===== config.mk =====
export PLATFORM = sky130hd
export DESIGN_NAME = tw_start_classifier
export DESIGN_NICKNAME = d
export VERILOG_FILES = /design/src/rtl/tw_start_pkg.sv /design/src/rtl/tw_sync.sv /design/src/rtl/tw_edge_cnt.sv /design/src/rtl/tw_start_classifier.sv
export SDC_FILE = /design/constraint.sdc
export NUM_CORES = 1
export LEC_CHECK = 0
export ABC_AREA = 1
export BUFFER_PORTS_ARGS = -buffer_cell sky130_fd_sc_hd__buf_2
export CORE_UTILIZATION = 45
export DETAILED_ROUTE_END_ITERATION = 8
export GPL_ROUTABILITY_DRIVEN = 0
export PLACE_DENSITY = 0.73
export SLEW_MARGIN = 20
export SYNTH_ARGS = -nofsm -noshare
export SYNTH_HDL_FRONTEND = slang
export SYNTH_SLANG_ARGS = --single-unit
export TNS_END_PERCENT = 50

===== constraint.sdc =====
create_clock -name clk_i -period 1.2 [get_ports clk_i]
set_input_delay 0.3 -clock clk_i [delete_from_list [all_inputs] [get_ports clk_i]]
set_output_delay 0.3 -clock clk_i [all_outputs]
set_load 0.05 [all_outputs]

===== src/rtl/tw_start_pkg.sv =====
package tw_start_pkg;
  typedef enum logic [1:0] {
    ST_IDLE  = 2'd0,
    ST_ARMED = 2'd1,
    ST_OPEN  = 2'd2
  } tw_state_e;

  typedef struct packed {
    logic start;
    logic start_crc;
    logic occupancy;
    logic reset_pat;
    logic frame_err;
  } tw_pulse_t;
endpackage


===== src/rtl/tw_sync.sv =====
module tw_sync #(
  parameter int unsigned WIDTH   = 2,
  parameter int unsigned STAGES  = 2,
  parameter logic [WIDTH-1:0] RST_VAL = '0
) (
  input  logic             clk_i,
  input  logic             rst_ni,
  input  logic [WIDTH-1:0] d_i,
  output logic [WIDTH-1:0] q_o
);
  logic [WIDTH-1:0] stage_q [STAGES];

  for (genvar s = 0; s < STAGES; s++) begin : g_stage
    always_ff @(posedge clk_i or negedge rst_ni) begin
      if (!rst_ni) stage_q[s] <= RST_VAL;
      else if (s == 0) stage_q[s] <= d_i;
      else stage_q[s] <= stage_q[(s == 0) ? 0 : s-1];
    end
  end

  assign q_o = stage_q[STAGES-1];
endmodule


===== src/rtl/tw_edge_cnt.sv =====
module tw_edge_cnt #(
  parameter int unsigned CNT_W = 4
) (
  input  logic             clk_i,
  input  logic             rst_ni,
  input  logic             clr_i,
  input  logic             inc_i,
  output logic [CNT_W-1:0] cnt_o
);
  localparam logic [CNT_W-1:0] CntMax = {CNT_W{1'b1}};

  always_ff @(posedge clk_i or negedge rst_ni) begin
    if (!rst_ni) cnt_o <= '0;
    else if (clr_i) cnt_o <= '0;
    else if (inc_i && cnt_o != CntMax) cnt_o <= cnt_o + 1'b1;
  end
endmodule


===== src/rtl/tw_start_classifier.sv =====
module tw_start_classifier
  import tw_start_pkg::*;
#(
  parameter int unsigned START_CNT = 4,
  parameter int unsigned CRC_CNT   = 6,
  parameter int unsigned OCC_CNT   = 8,
  parameter int unsigned RST_MIN   = 14,
  parameter int unsigned SYNC_STG  = 2
) (
  input  logic clk_i,
  input  logic rst_ni,
  input  logic line_a_i,
  input  logic line_b_i,
  input  logic frame_done_i,
  output logic start_o,
  output logic start_crc_o,
  output logic occupancy_o,
  output logic reset_pat_o,
  output logic frame_err_o,
  output logic frame_open_o
);
  localparam int unsigned CntW = $clog2(RST_MIN + 2);

  logic [1:0]      lines_s;
  logic            a_s, b_s, a_q, b_q;
  logic            rise_a, fall_b, arm;
  logic [CntW-1:0] cnt;
  tw_state_e       state_q, state_d;
  tw_pulse_t       pulse_d, pulse_q;

  tw_sync #(.WIDTH(2), .STAGES(SYNC_STG), .RST_VAL(2'b11)) u_sync (
    .clk_i (clk_i),
    .rst_ni(rst_ni),
    .d_i   ({line_a_i, line_b_i}),
    .q_o   (lines_s)
  );
  assign a_s = lines_s[1];
  assign b_s = lines_s[0];

  always_ff @(posedge clk_i or negedge rst_ni) begin
    if (!rst_ni) begin
      a_q <= 1'b1;
      b_q <= 1'b1;
    end else begin
      a_q <= a_s;
      b_q <= b_s;
    end
  end

  assign rise_a = a_s & ~a_q;
  assign fall_b = b_q & ~b_s;
  assign arm    = (state_q == ST_IDLE) && !a_s && b_s;

  tw_edge_cnt #(.CNT_W(CntW)) u_cnt (
    .clk_i (clk_i),
    .rst_ni(rst_ni),
    .clr_i (arm),
    .inc_i ((state_q == ST_ARMED) && fall_b && !rise_a),
    .cnt_o (cnt)
  );

  always_comb begin
    state_d = state_q;
    pulse_d = '0;
    unique case (state_q)
      ST_IDLE:  if (arm) state_d = ST_ARMED;
      ST_ARMED: begin
        if (rise_a) begin
          state_d = ST_IDLE;
          if (!b_s)                              pulse_d.frame_err = 1'b1;
          else if (cnt == CntW'(START_CNT))      begin pulse_d.start     = 1'b1; state_d = ST_OPEN; end
          else if (cnt == CntW'(CRC_CNT))        begin pulse_d.start_crc = 1'b1; state_d = ST_OPEN; end
          else if (cnt == CntW'(OCC_CNT))        pulse_d.occupancy = 1'b1;
          else if (cnt >= CntW'(RST_MIN))        pulse_d.reset_pat = 1'b1;
          else                                   pulse_d.frame_err = 1'b1;
        end
      end
      ST_OPEN:  if (frame_done_i) state_d = ST_IDLE;
      default:  state_d = ST_IDLE;
    endcase
  end

  always_ff @(posedge clk_i or negedge rst_ni) begin
    if (!rst_ni) begin
      state_q <= ST_IDLE;
      pulse_q <= '0;
    end else begin
      state_q <= state_d;
      pulse_q <= pulse_d;
    end
  end

  assign start_o      = pulse_q.start;
  assign start_crc_o  = pulse_q.start_crc;
  assign occupancy_o  = pulse_q.occupancy;
  assign reset_pat_o  = pulse_q.reset_pat;
  assign frame_err_o  = pulse_q.frame_err;
  assign frame_open_o = (state_q == ST_OPEN);
endmodule


After elaboration in Yosys (flattened, before gate mapping) --
Cells that the tools add are included.
Word-level totals: flip-flop bits (word level) 17, logic and storage cells 57
Operators by class: $add $sub $neg 1, $lt $le $gt $ge 1, equality and inequality tests 9, mux-type cells 21, bitwise logic cells 4, reduce and logical (&&, ||, !) cells 10
Operators with widths (number):
- 2-to-1 mux 4 bit | 4
- 2-to-1 mux 2 bit | 7
- 2-to-1 mux 5 bit | 2
- == test 4 x 3 -> 1 bit, second input constant | 2
- 2-to-1 mux 1 bit | 6
- != test 2 bit, second input constant | 3
- one-hot mux 2 bit (3 select lines) | 1
- logical AND 1 bit | 5
- adder 4 x 1 -> 4 bit, second input constant | 1
- == test 4 bit, second input constant | 1
- greater-or-equal comparator 4 bit, second input constant | 1
- != test 4 bit, second input constant | 1
- 2-to-1 mux 3 bit | 1
- AND reduction 3 bit | 1
- AND 1 bit | 2
- == test 2 x 1 -> 1 bit, second input constant | 1
- == test 2 bit, second input constant | 1
- zero test 1 bit | 2
- zero test 2 bit | 1
- NOT 1 bit | 2
- nonzero test 2 bit | 1

Logic depth before layout (Yosys ltp) --
Gate-level depths: netlist of run 1.
word-level depth 8, gate-level depth with buffers 7, mapped depth without buffers 7

Cells and area by module --
A second synthesis of run 1 with hierarchy kept.
Second synthesis, totals: cells, all modules 86, area total of the unflattened synthesis 752.0 µm²
Modules (own cells, without submodules):
- tw_start_classifier | times used 1, cells an instance 51, area each 409.1 µm², sequential area each 227.7 µm²
- tw_edge_cnt | times used 1, cells an instance 29, area each 222.7 µm², sequential area each 100.1 µm²
- tw_sync | times used 1, cells an instance 6, area each 120.1 µm², sequential area each 105.1 µm²

Worst setup path after synthesis of run 1 --
No wires, ideal clock.
kind register -> output, start reg state_q[1], end out frame_open_o, arrival time 1.122 ns, data required time 0.900 ns, setup slack -0.222 ns, stages on the path, launching flop included 3, buffers on the path 0, path through dfrtp_1 -> inv_2 -> nor2_1
On the way: cells in the longest elaborated chain, start to end 1
Ends and longest elaborated chain:
- start: declaration | line tw_start_classifier.sv:28 | tw_state_e state_q, state_d;
- start signal: assignment | line tw_start_classifier.sv:88 | state_q <= state_d;
- == test 2 bit | line tw_start_classifier.sv:98 | assign frame_open_o = (state_q == ST_OPEN);
- end: declaration | line tw_start_classifier.sv:20 | output logic frame_open_o
No other way between the ends.

Worst setup path in the final report of run 1 --
start reg state_q[0], end out frame_open_o
The elaborated chain is that of the path after synthesis.

==> results of run 1 <==
-- critical path: cells and delay by family (launching register included) --
kind	cells	cell delay [ns]
and+or+nand+nor	1	0.14
DFF	1	0.42
buffers and inverters	1	0.15
-- layout by cell type, fill, tap and decap left out --
cell type / instances
clkbuf_4: 5
dlygate4sd3_1: 1
nand3_1: 6
nand4_4: 1
nand2_1: 17
o21ai_2: 2
dfrtp_2: 1
nor2_1: 5
inv_1: 4
inv_2: 8
nand2_2: 2
clkbuf_1: 1
nand2_4: 2
nor3_2: 3
nand3_2: 3
nor2_2: 1
dfrtp_1: 10
dfstp_2: 6
a21oi_2: 1
nand4_1: 2
xor2_1: 1
buf_2: 4
inv_4: 1
ha_4: 3
nor2_4: 8
buf_4: 13
buf_8: 1
-- where the power goes --
part           switching [mW]  internal (mW)  leakage, nW  total, mW
Sequential             0.0632          0.623        0.212      0.687
Combinational           0.235          0.213        0.311      0.448
Clock                   0.170          0.129       0.0150      0.300
-- layout make-up --
| cell class | count | area, um2 |
|---|---|---|
| clock buffer | 4 | 26.3 |
| fill | 139 | 597 |
| inverter | 13 | 51.3 |
| multi-input combinational | 57 | 448 |
| sequential | 17 | 434 |
| tap | 25 | 31.3 |
| timing repair buffer | 21 | 158 |
-- what timing repair did --
action,in CTS,in global routing
pin swaps,3,10
hold buffers,1,0
setup buffers,3,2
setup endpoints to repair,5,16
gates resized for setup,7,26
endpoints found under the hold margin,11,0
-- flip-flops by register name, summed over array words and instances, names as in the netlist --
signal          flops
occupancy_o         1
start_crc_o         1
u_sync.stage_q      2
frame_err_o         1
b_q                 1
reset_pat_o         1
u_cnt.cnt_o         4
start_o             1
state_q             2
u_sync.q_o          2
a_q                 1
-- cells by family (layout without fill, tap and decap cells) --
group,after synthesis,in the layout,synth area share
and+or+nand+nor,50,50,0.342
DFF,17,17,0.507
buffers and inverters,14,38,0.0704
adders and majority gates,3,3,0.0440
AOI/OAI and AO/OA,3,3,0.0264
xor gates and xnor gates,1,1,0.0103
-- per-stage QoR --
step	worst slack, ns	power, mW	hold slack [ns]
6_report	-0.0926	1.43	0.0947
5_1_grt	-0.134	1.53	0.0749
4_1_cts	-0.0850	1.33	0.0902
3_5_place_dp	-0.00152	1.00	0.237
3_3_place_gp	-0.00914	0.994	0.228
2_1_floorplan	0.0169	0.871	0.00441
-- metal layers --
layer | wire, um | part of all wire
met1 | 692 | 0.42
met2 | 837 | 0.51
met3 | 73 | 0.045
met4 | 29 | 0.018
met5 | 0 | 0
-- path summary, 6_finish.rpt --
kind / start / endpoint / slack (ns) / cells after the start
max: state_q[0] / frame_open_o / -0.09 / 2
min: line_b_i / u_sync.stage_q[2] / 0.09 / 1
max reg2reg: u_cnt.cnt_o[0] / frame_err_o / 0.02 / 7
min reg2reg: u_sync.stage_q[3] / u_sync.q_o[1] / 0.36 / 0
max in group asynchronous: rst_ni / a_q / 0.44 / 2
min in group asynchronous: rst_ni / reset_pat_o / 0.44 / 2
-- synthesized netlist by cell type --
cell | number | area share
nand2_1 | 18 | 0.079
dfrtp_1 | 11 | 0.32
inv_1 | 7 | 0.031
nor2_1 | 7 | 0.031
dfstp_2 | 6 | 0.18
nand3_1 | 6 | 0.035
inv_2 | 5 | 0.022
nor2_4 | 4 | 0.053
ha_1 | 3 | 0.044
nand2_2 | 3 | 0.022
nand3_2 | 3 | 0.035
nor2_2 | 3 | 0.022
nor3_2 | 3 | 0.035
nand4_1 | 2 | 0.015
o21ai_2 | 2 | 0.021
a21oi_1 | 1 | 0.0059
buf_6 | 1 | 0.013
clkinv_1 | 1 | 0.0044
nand4_2 | 1 | 0.015
xor2_1 | 1 | 0.010
==> reports/summary.md, run 1 <==
Post-route fraction of the period consumed by the critical path: 1.08. From synthesis to final layout, the design area changed by 34.6%. The instance count of the mapped netlist was 88; the non-filler instance count after layout was 137.

After detailed routing, the number of remaining DRC violations is 0. The worst clock skew is 0.00826 ns. The first detailed-routing pass ran for 4 iterations. Global routing's busiest layer: met2.

STA classifies the critical path startpoint as a flip-flop. After floorplanning, the core was divided into 15 placement rows. Total number of clock tree sinks: 17. Synthesis instantiated 20 different standard cells from the library. The largest individual stage delay along the critical path comes from the cell dfrtp_1. Max-cap violations in this run came to 0. The tools report the setup TNS as -0.0926 ns. The final reports fail on negative setup slack.

The worst-case IR drop observed on VDD is 0.946 mV. The run gives 774 MHz as the fmax. The cell sitting at the root of the clock tree is a clkbuf_4. The logs give 0 for the total of warnings raised by yosys and 0.538 nW for the reported leakage power. The clock passes through at most 2 buffers. For this design the ratio of total power to cell area is 1250 nW/um2. The largest single stage delay on the critical path is 0.42 ns. Endpoint kind of the worst setup timing path: an output pin. The run gives 4 as the number of DRC markers after the initial detailed-route iteration. Global routing finished with a remaining overflow of 0.

TritonCTS built the clock tree. The global-route track usage on met3 came out at 0.0833. In this run, CTS created clock tree buffers numbering 3.

The fraction of the core area covered by cells at the end of the flow was 0.658. The run finished, with violations left. The number of levels the H-tree was split into was 1; the worst setup slack after layout was -0.0926 ns. Synthesis produced a netlist with a net count of 96. After detailed routing, the number of vias per cell comes to 4.58. The tools report the sequential area share after synthesis as 0.507. For the via count of the first global-routing pass, the log shows 569. The run gives 18 as the pin count of the biggest net entering global routing. In this run the standard cell core region covers 1750 um2. The arrival time of the worst setup path is 0.99 ns. After detailed placement, the design holds a cell count of 127.

The area of the die was 2070 um2. The final antenna-violating net count was 0; the source-to-sink clock delay at the later pin of the worst-skew pair was 0.29 ns. For this block, the via count after detailed routing is 628. The met1 global-route usage is 0.179, and the horizontal extent of the die is 45.5 um.

The tools report the starting utilization of the core area as 0.489. After detailed routing, the average wire length per cell comes to 11.9 um. The post-place instance area is 963 um2. Once detailed placement completed, the half-perimeter wirelength came to 1100 um.

In this run the count of I/O pins placed on the die edge is 11. The overall track demand over capacity in global routing was 0.178. The global-route wire length before repair was 2370 um; the overall routed net length was 1630 um. After clock tree synthesis, the clock-pin slew on the worst setup and hold paths is 0.10 ns. At the pin with the least slew margin, the transition time is 0.380 ns.

Setup repair after global routing could not meet its margin everywhere. The finished cells cover 1150 um2. Post-synthesis register bit count: 17.

Share of layout cells above drive strength 1: 0.580. Walking the worst path, the cells encountered are nor2_4, buf_8. The number of antenna diodes came out at 0. The type of the tightest min-delay check is primary input to flip-flop.

Remaining max-slew budget at the tightest pin: 0.747. Data on the critical path is required at its endpoint by 0.90 ns. The category of the most critical setup path is flip-flop to output pin. The overall die height is 45.5 um, and the count of final max-slew check failures is 0.

The run gives 1 as the number of setup violations in the final report. The number of endpoints with negative hold slack in the final report came out at 0. The logs give 0.320 for the met2 demand-to-capacity share in global routing and 853 um2 for the netlist area before placement. The largest driver fanout on the critical path is 2.

For the finished layout, the period the worst path requires is 1.29 ns. After synthesis, the mean cell area works out to 9.70 um2. Initial antenna violation count: 0. Input and output buffers added on the ports amount to 10.

The net count of the finished layout is 121.
(Power assumes the default switching activity.)
==> run 2, diff against run 1 <==
Settings changed: CORE_ASPECT_RATIO set to 1.4, PLACE_DENSITY 0.73 to 0.64.
==> run 2 against run 1 <==
Critical endpoint unchanged. The flow still finishes with violations (negative setup slack). Clock skew down 0.0048 ns. Sequential share of layout area down 2.5 points. Final area up 7.5%. Core utilization up 3.6 points. Combinational power up 21%. Final cell count up 2.2%. First-iteration DRC count up 25%. Total power up 6.8%. Register-to-register slack worse by 0.03 ns. Sequential power down 1%. Via count up 10%. Critical path type unchanged. Maximum frequency down 1.4%.
==> reports/summary.md, run 2 (synthesis results as in run 1) <==
The count of final max-slew check failures was 0. The overall die height is 53.5 um, and the source-to-sink clock delay at the later pin of the worst-skew pair is 0.30 ns. The remaining max-slew budget at the tightest pin came out at 0.757.

In the routed layout, each cell is associated on average with a via count of 4.95. The run gives 1780 um as the overall routed net length. The synthesis-to-layout area growth works out to 44.7%. The I/O pin count was 11. The total area inside the core boundary comes to 1780 um2.

The number of setup violations in the final report came out at 3. Dividing the detail-routed wire length by the instance count gives 12.7 um. The max-cap check violation count was 0. The fraction of the core area covered by cells at the end of the flow is 0.694, and the pin slew with the least headroom to its limit is 0.365 ns. The tools report the overall track demand over capacity in global routing as 0.185. The root buffer cell chosen for the clock tree is clkbuf_4.

The required time of the worst setup path was 0.90 ns. Setup repair after global routing could not meet its margin everywhere. The number of DRC markers after the initial detailed-route iteration was 5; the number of buffer cells added on primary ports was 10. The via count of the first global-routing pass came out at 661. Clock tree synthesis inserted a total of 3 buffers. In this run, placement finished with an instance count of 122. On the final layout, the worst clock skew is 0.00351 ns. The cell area after layout is 1230 um2. The worst setup path is launched from a flip-flop. Detailed placement ended at an HPWL of 1190 um. The tools report the cell row count as 18. Overall power consumption after layout is estimated at 1.53 mW. The run gives 2 as the maximum number of buffers from clock root to sink.

The worst setup path is captured at an output pin. After detailed placement, the total cell area comes to 957 um2. The clock input transition at the sequential cells of the worst setup and hold paths was 0.10 ns.

The die is 38.8 um wide. The min-delay analysis places its worst path in the category primary input to flip-flop. The worst setup slack after layout was -0.112 ns. The flip-flop count of the largest register after layout was 4.

After global routing the overflow that remains totals 0. The number of levels the H-tree was split into was 1; the area of the die was 2080 um2. The pin count of the biggest net entering global routing was 18; the post-route fraction of the period consumed by the critical path was 1.09. The library cell used most frequently in the layout, excluding fill and tap cells, is buf_4. Along the worst path, the maximum fanout reaches 2. For the total number of clock tree sinks, the log shows 17.

The run finished, with violations left. The worst-case IR drop observed on VDD is 0.755 mV. The first TritonRoute pass finished after 2 iterations. The global-route wire length before repair was 2560 um.

The final reports fail on negative setup slack. By startpoint and endpoint, the worst setup path is classified as flip-flop to output pin. TritonCTS built the clock tree. Fill cells in the final layout number 139.

The analysis attributes to cell leakage a power of 0.573 nW. After layout, the minimum clock period comes to 1.31 ns. In the routed design, unresolved DRC markers number 0. The run gives 0 as the initial antenna violation count. The repair_antennas step left the layout with diodes totalling 0. Adding up every negative setup slack in the final design gives -0.133 ns.

Fmax: 762 MHz. The arrival time of the worst setup path is 1.01 ns. The final antenna-violating net count came out at 0. The net count of the finished layout is 129. For this block, the via count after detailed routing is 693. In the layout the commonest cells are buf_4, nand2_1, inv_2, dfrtp_1, nor2_4.

The share of layout cells above drive strength 1 works out to 0.667. The total power divided by cell area came out at 1240 nW/um2. Number of endpoints with negative hold slack in the final report: 0.

Counting flops per register, the top entry is u_cnt.cnt_o. The non-filler instance count after layout came out at 140. Starting utilization of the core area: 0.480.
==> run 2: power by group <==
| part | total [mW] | switching [mW] | internal [mW] |
|---|---|---|---|
| logic | 0.542 | 0.262 | 0.280 |
| registers | 0.680 | 0.0560 | 0.624 |
| clock network | 0.309 | 0.184 | 0.124 |
==> run 2: layer usage <==
layer / wire length, um / vias up / track usage / part of all wire
met1: 669 / 341 / 0.170 / 0.38
met5: 0 / - / 0 / 0
li1: - / 338 / - / -
met2: 1030 / 9 / 0.361 / 0.58
met4: 48 / 0 / 0.103 / 0.027
met3: 36 / 5 / 0.0252 / 0.020
==> run 2: worst max-delay path, stage by stage, from the launching register on <==
cell and delay (ns):
dfrtp_1 0.42, nor2_4 0.14, buf_8 0.15
==> run 2: what timing repair did <==
action	in CTS	in global routing
hold buffers	1	0
pin swaps	4	15
gates resized for setup	9	34
hold endpoints to repair	11	0
buffers inserted	5	8
setup endpoints to repair	8	12
==> run 2: area by class of cell <==
class | instances | area [um2] | share of cell area
multi-input combinational | 57 | 463 | 0.375
sequential | 17 | 435 | 0.353
timing repair buffer | 29 | 230 | 0.186
inverter | 13 | 53.8 | 0.0436
tap | 20 | 25.0 | 0.0203
clock buffer | 3 | 22.5 | 0.0182
clock inverter | 1 | 5.00 | 0.00405
==> run 2: worst paths after layout <==
path / startpoint / to / slack (ns) / cells after the start
max in group asynchronous: rst_ni / u_sync.q_o[1] / 0.46 / 2
hold reg to reg: u_sync.stage_q[2] / u_sync.q_o[0] / 0.36 / 0
setup / recovery: state_q[0] / frame_open_o / -0.11 / 2
min in group asynchronous: rst_ni / frame_err_o / 0.44 / 2
setup reg to reg: state_q[0] / u_cnt.cnt_o[3] / -0.01 / 8
hold / removal: line_a_i / u_sync.stage_q[3] / 0.09 / 1
==> run 2: metrics by stage <==
stage	hold slack, ns	setup slack, ns
floorplan	0.00441	0.0169
global placement	0.229	-0.0426
detailed placement	0.230	-0.0658
CTS	0.0864	-0.0990
global route	0.0773	-0.129
finish	0.0888	-0.112
==> run 3, diff against run 2 <==
Settings changed: HOLD_SLACK_MARGIN set to 0.1.
==> run 3 against run 2 <==
The flow still finishes with violations (negative setup slack). First-iteration DRC count unchanged. Critical path depth did not move. Final cell count grew 1.4%. Non-clock buffer count grew 2. Sequential cell count is the same. Total power grew 0.34%. Final area up 1.6%. Clock skew about the same. Routed wire length is 0.62% higher. Sequential power is essentially flat. Maximum frequency did not move. Die area did not move.
==> reports/summary.md, run 3 (synthesis results as in run 1) <==
The flow ran to the end, but the final reports show violations. The checks that failed: negative setup slack. For the total chip power, the log shows 1.54 mW. Walking the worst path, the cells encountered are nor2_4, buf_8.

Along the worst hold path, the cell count comes to 4. Leaving out fill and tap cells, the most frequent cell in the layout is buf_4. Summed over all nets, wire length on met3 after detailed routing comes to 36 um. Type of the tightest min-delay check: primary input to flip-flop.

Entering global routing, the biggest net connects 18 pins. The detail route stage leaves a number of antenna-violating nets equal to 0. Number of endpoints with negative hold slack in the final report: 0. The register with the most flip-flops in the layout has 4 of them. The tools report the total number of vias as 697. Measured along the y axis, the die boundary spans 53.5 um. The routed design could run at a clock period as short as 1.31 ns. After detailed routing, the number of remaining DRC violations is 0. The path with the worst hold slack has its endpoint at state_q[1].

In this run the clock root is driven by a clkbuf_4. The logs give 2600 um for the global-route wire length before repair and 1 for the number of levels the H-tree was split into. The post-route fraction of the period consumed by the critical path was 1.09. Ranked by flip-flop count, first place goes to u_cnt.cnt_o.

TritonCTS built the clock tree. The tools report the max-cap check violation count as 0. Summed over all cells, the static leakage comes to 0.582 nW.

For this block, wires on met1 add up to 679 um. For this block, the routed nets add up to 1800 um of wire. Setup repair after global routing could not meet its margin everywhere.

For this run, the slowest stage of the critical path takes 0.42 ns. In this run the worst setup path begins at state_q[0]. The mean routed wirelength per cell was 12.6 um. The setup TNS was -0.133 ns.

The worst setup path is captured at an output pin. The top cell family by delay on the critical path is flip-flops. Detailed routing placed a total of 1030 um of wire on met2. For the via count of the first global-routing pass, the log shows 670. For this design, the slowest cell found on the critical path is dfrtp_1. The pre-antenna-repair detailed-routing pass consisted of 2 iterations. The reg2reg setup slack was -0.01 ns; the fmax was 762 MHz. After detailed routing, the number of vias per cell comes to 4.91.

The top cell types in the final layout, fill and taps aside, are buf_4, nand2_1, inv_2, dfrtp_1, nor2_4. The total global routing overflow is 0, and the worst setup slack after layout is -0.112 ns. The tools report the source-to-sink clock delay at the later pin of the worst-skew pair as 0.30 ns. Dividing total power by cell area gives a power density of 1220 nW/um2. The I/O pin count is 11. The share of layout cells above drive strength 1 is 0.656. The fraction of the core area covered by cells at the end of the flow is 0.705, and the pin slew with the least headroom to its limit is 0.365 ns.

The net count reported at finish is 131, and the overall track demand over capacity in global routing is 0.188. The clock input transition at the sequential cells of the worst setup and hold paths is 0.10 ns, and the arrival time of the worst setup path is 1.01 ns. The run gives 17 as the total number of clock tree sinks.

The run gives 0.757 as the remaining max-slew budget at the tightest pin. The number of antenna diodes in the final layout is 0. In this run the critical register-to-register path is launched from state_q[0]. Worst clock skew: 0.00327 ns. The number of DRC markers after the initial detailed-route iteration came out at 5. The count of final max-slew check failures is 0, and the number of buffer cells added on primary ports is 10. The number of buffer and inverter stages on the critical path is 1, and the worst slack at placement is -0.0658 ns. At the worst endpoint, the required time is 0.90 ns. The logs give 1190 um for the half-perimeter wire length of the detailed placement result and 2080 um2 for the area of the die. Number of cells traversed by the worst register-to-register path: 8.

The initial antenna violation count is 0, and the horizontal extent of the die is 38.8 um. The tools report the total clock buffers created by CTS as 3. In this run the critical register-to-register path is captured at u_cnt.cnt_o[3].

The largest driver fanout on the critical path was 2. Area of the core: 1780 um2. Counting along the longest clock path gives a buffer depth of 2.

Starting utilization of the core area: 0.480. Signal routing reaches up to met4. The area growth from synthesis to layout is 47.1%. The tools report the number of setup violations in the final report as 3. The tools report the startpoint of the lowest-slack hold path as frame_done_i. VDD sags by at most 0.755 mV. The run gives 18 as the cell row count. The worst setup path is of the flip-flop to output pin kind. The tools report the startpoint type of the worst setup path as a flip-flop.
[run 3: cell types whose count changed in the layout (fill, tap and decap cells not counted)]
cell,previous run,this run
dlygate4sd3_1,1,3
[run 3: power breakdown]
group          total (mW)  switching, mW  internal, mW  leakage, nW
clock               0.309          0.185         0.124       0.0177
combinational       0.547          0.263         0.284        0.354
sequential          0.680         0.0560         0.624        0.210
[run 3: layer usage]
| metal | track usage | vias up |
|---|---|---|
| met5 | 0 | - |
| met4 | 0.103 | 0 |
| met3 | 0.0252 | 5 |
| met2 | 0.361 | 9 |
| met1 | 0.179 | 341 |
| li1 | - | 342 |
[run 3: worst reg2reg max path: stages, from the launching register on]
cell and delay (ns):
dfrtp_1 0.41, buf_4 0.13, buf_6 0.11, inv_6 0.04, nor2_4 0.11, nand3_2 0.11
nor2_4 0.12, nand3_2 0.07, nand2_1 0.06
[run 3: area by class of cell]
type / instances / area, um2
Clock inverter: 1 / 5.00
Tap cell: 20 / 25.0
Sequential cell: 17 / 435
Timing Repair Buffer: 31 / 250
Inverter: 13 / 53.8
Multi-Input combinational cell: 57 / 463
Fill cell: 139 / 524
Clock buffer: 3 / 22.5
[run 3: what timing repair did]
| item | in CTS | in global routing |
|---|---|---|
| endpoints found under the setup margin | 8 | 12 |
| buffers inserted | 5 | 8 |
| hold buffers | 3 | 0 |
| resized for setup | 9 | 34 |
| pin swaps | 4 | 15 |
| endpoints found under the hold margin | 13 | 0 |
[run 3: stage by stage]
step	cell area (um2)	std cells	hold WS [ns]
floorplan	856	88	0.00441
global placement	957	122	0.229
detailed placement	957	122	0.230
CTS	1080	134	0.277
global route	1250	142	0.296
finish	1250	142	0.266
[run 3: worst max path at each step]
stage                      to  slack (ns)  cells past startpoint
3_5_place_dp   u_cnt.cnt_o[3]       -0.07                      6
6_report         frame_open_o       -0.11                      2
2_1_floorplan    frame_open_o        0.02                      2
3_3_place_gp   u_cnt.cnt_o[3]       -0.04                      6
4_1_cts          frame_open_o        -0.1                      3
5_1_grt          frame_open_o       -0.13                      2
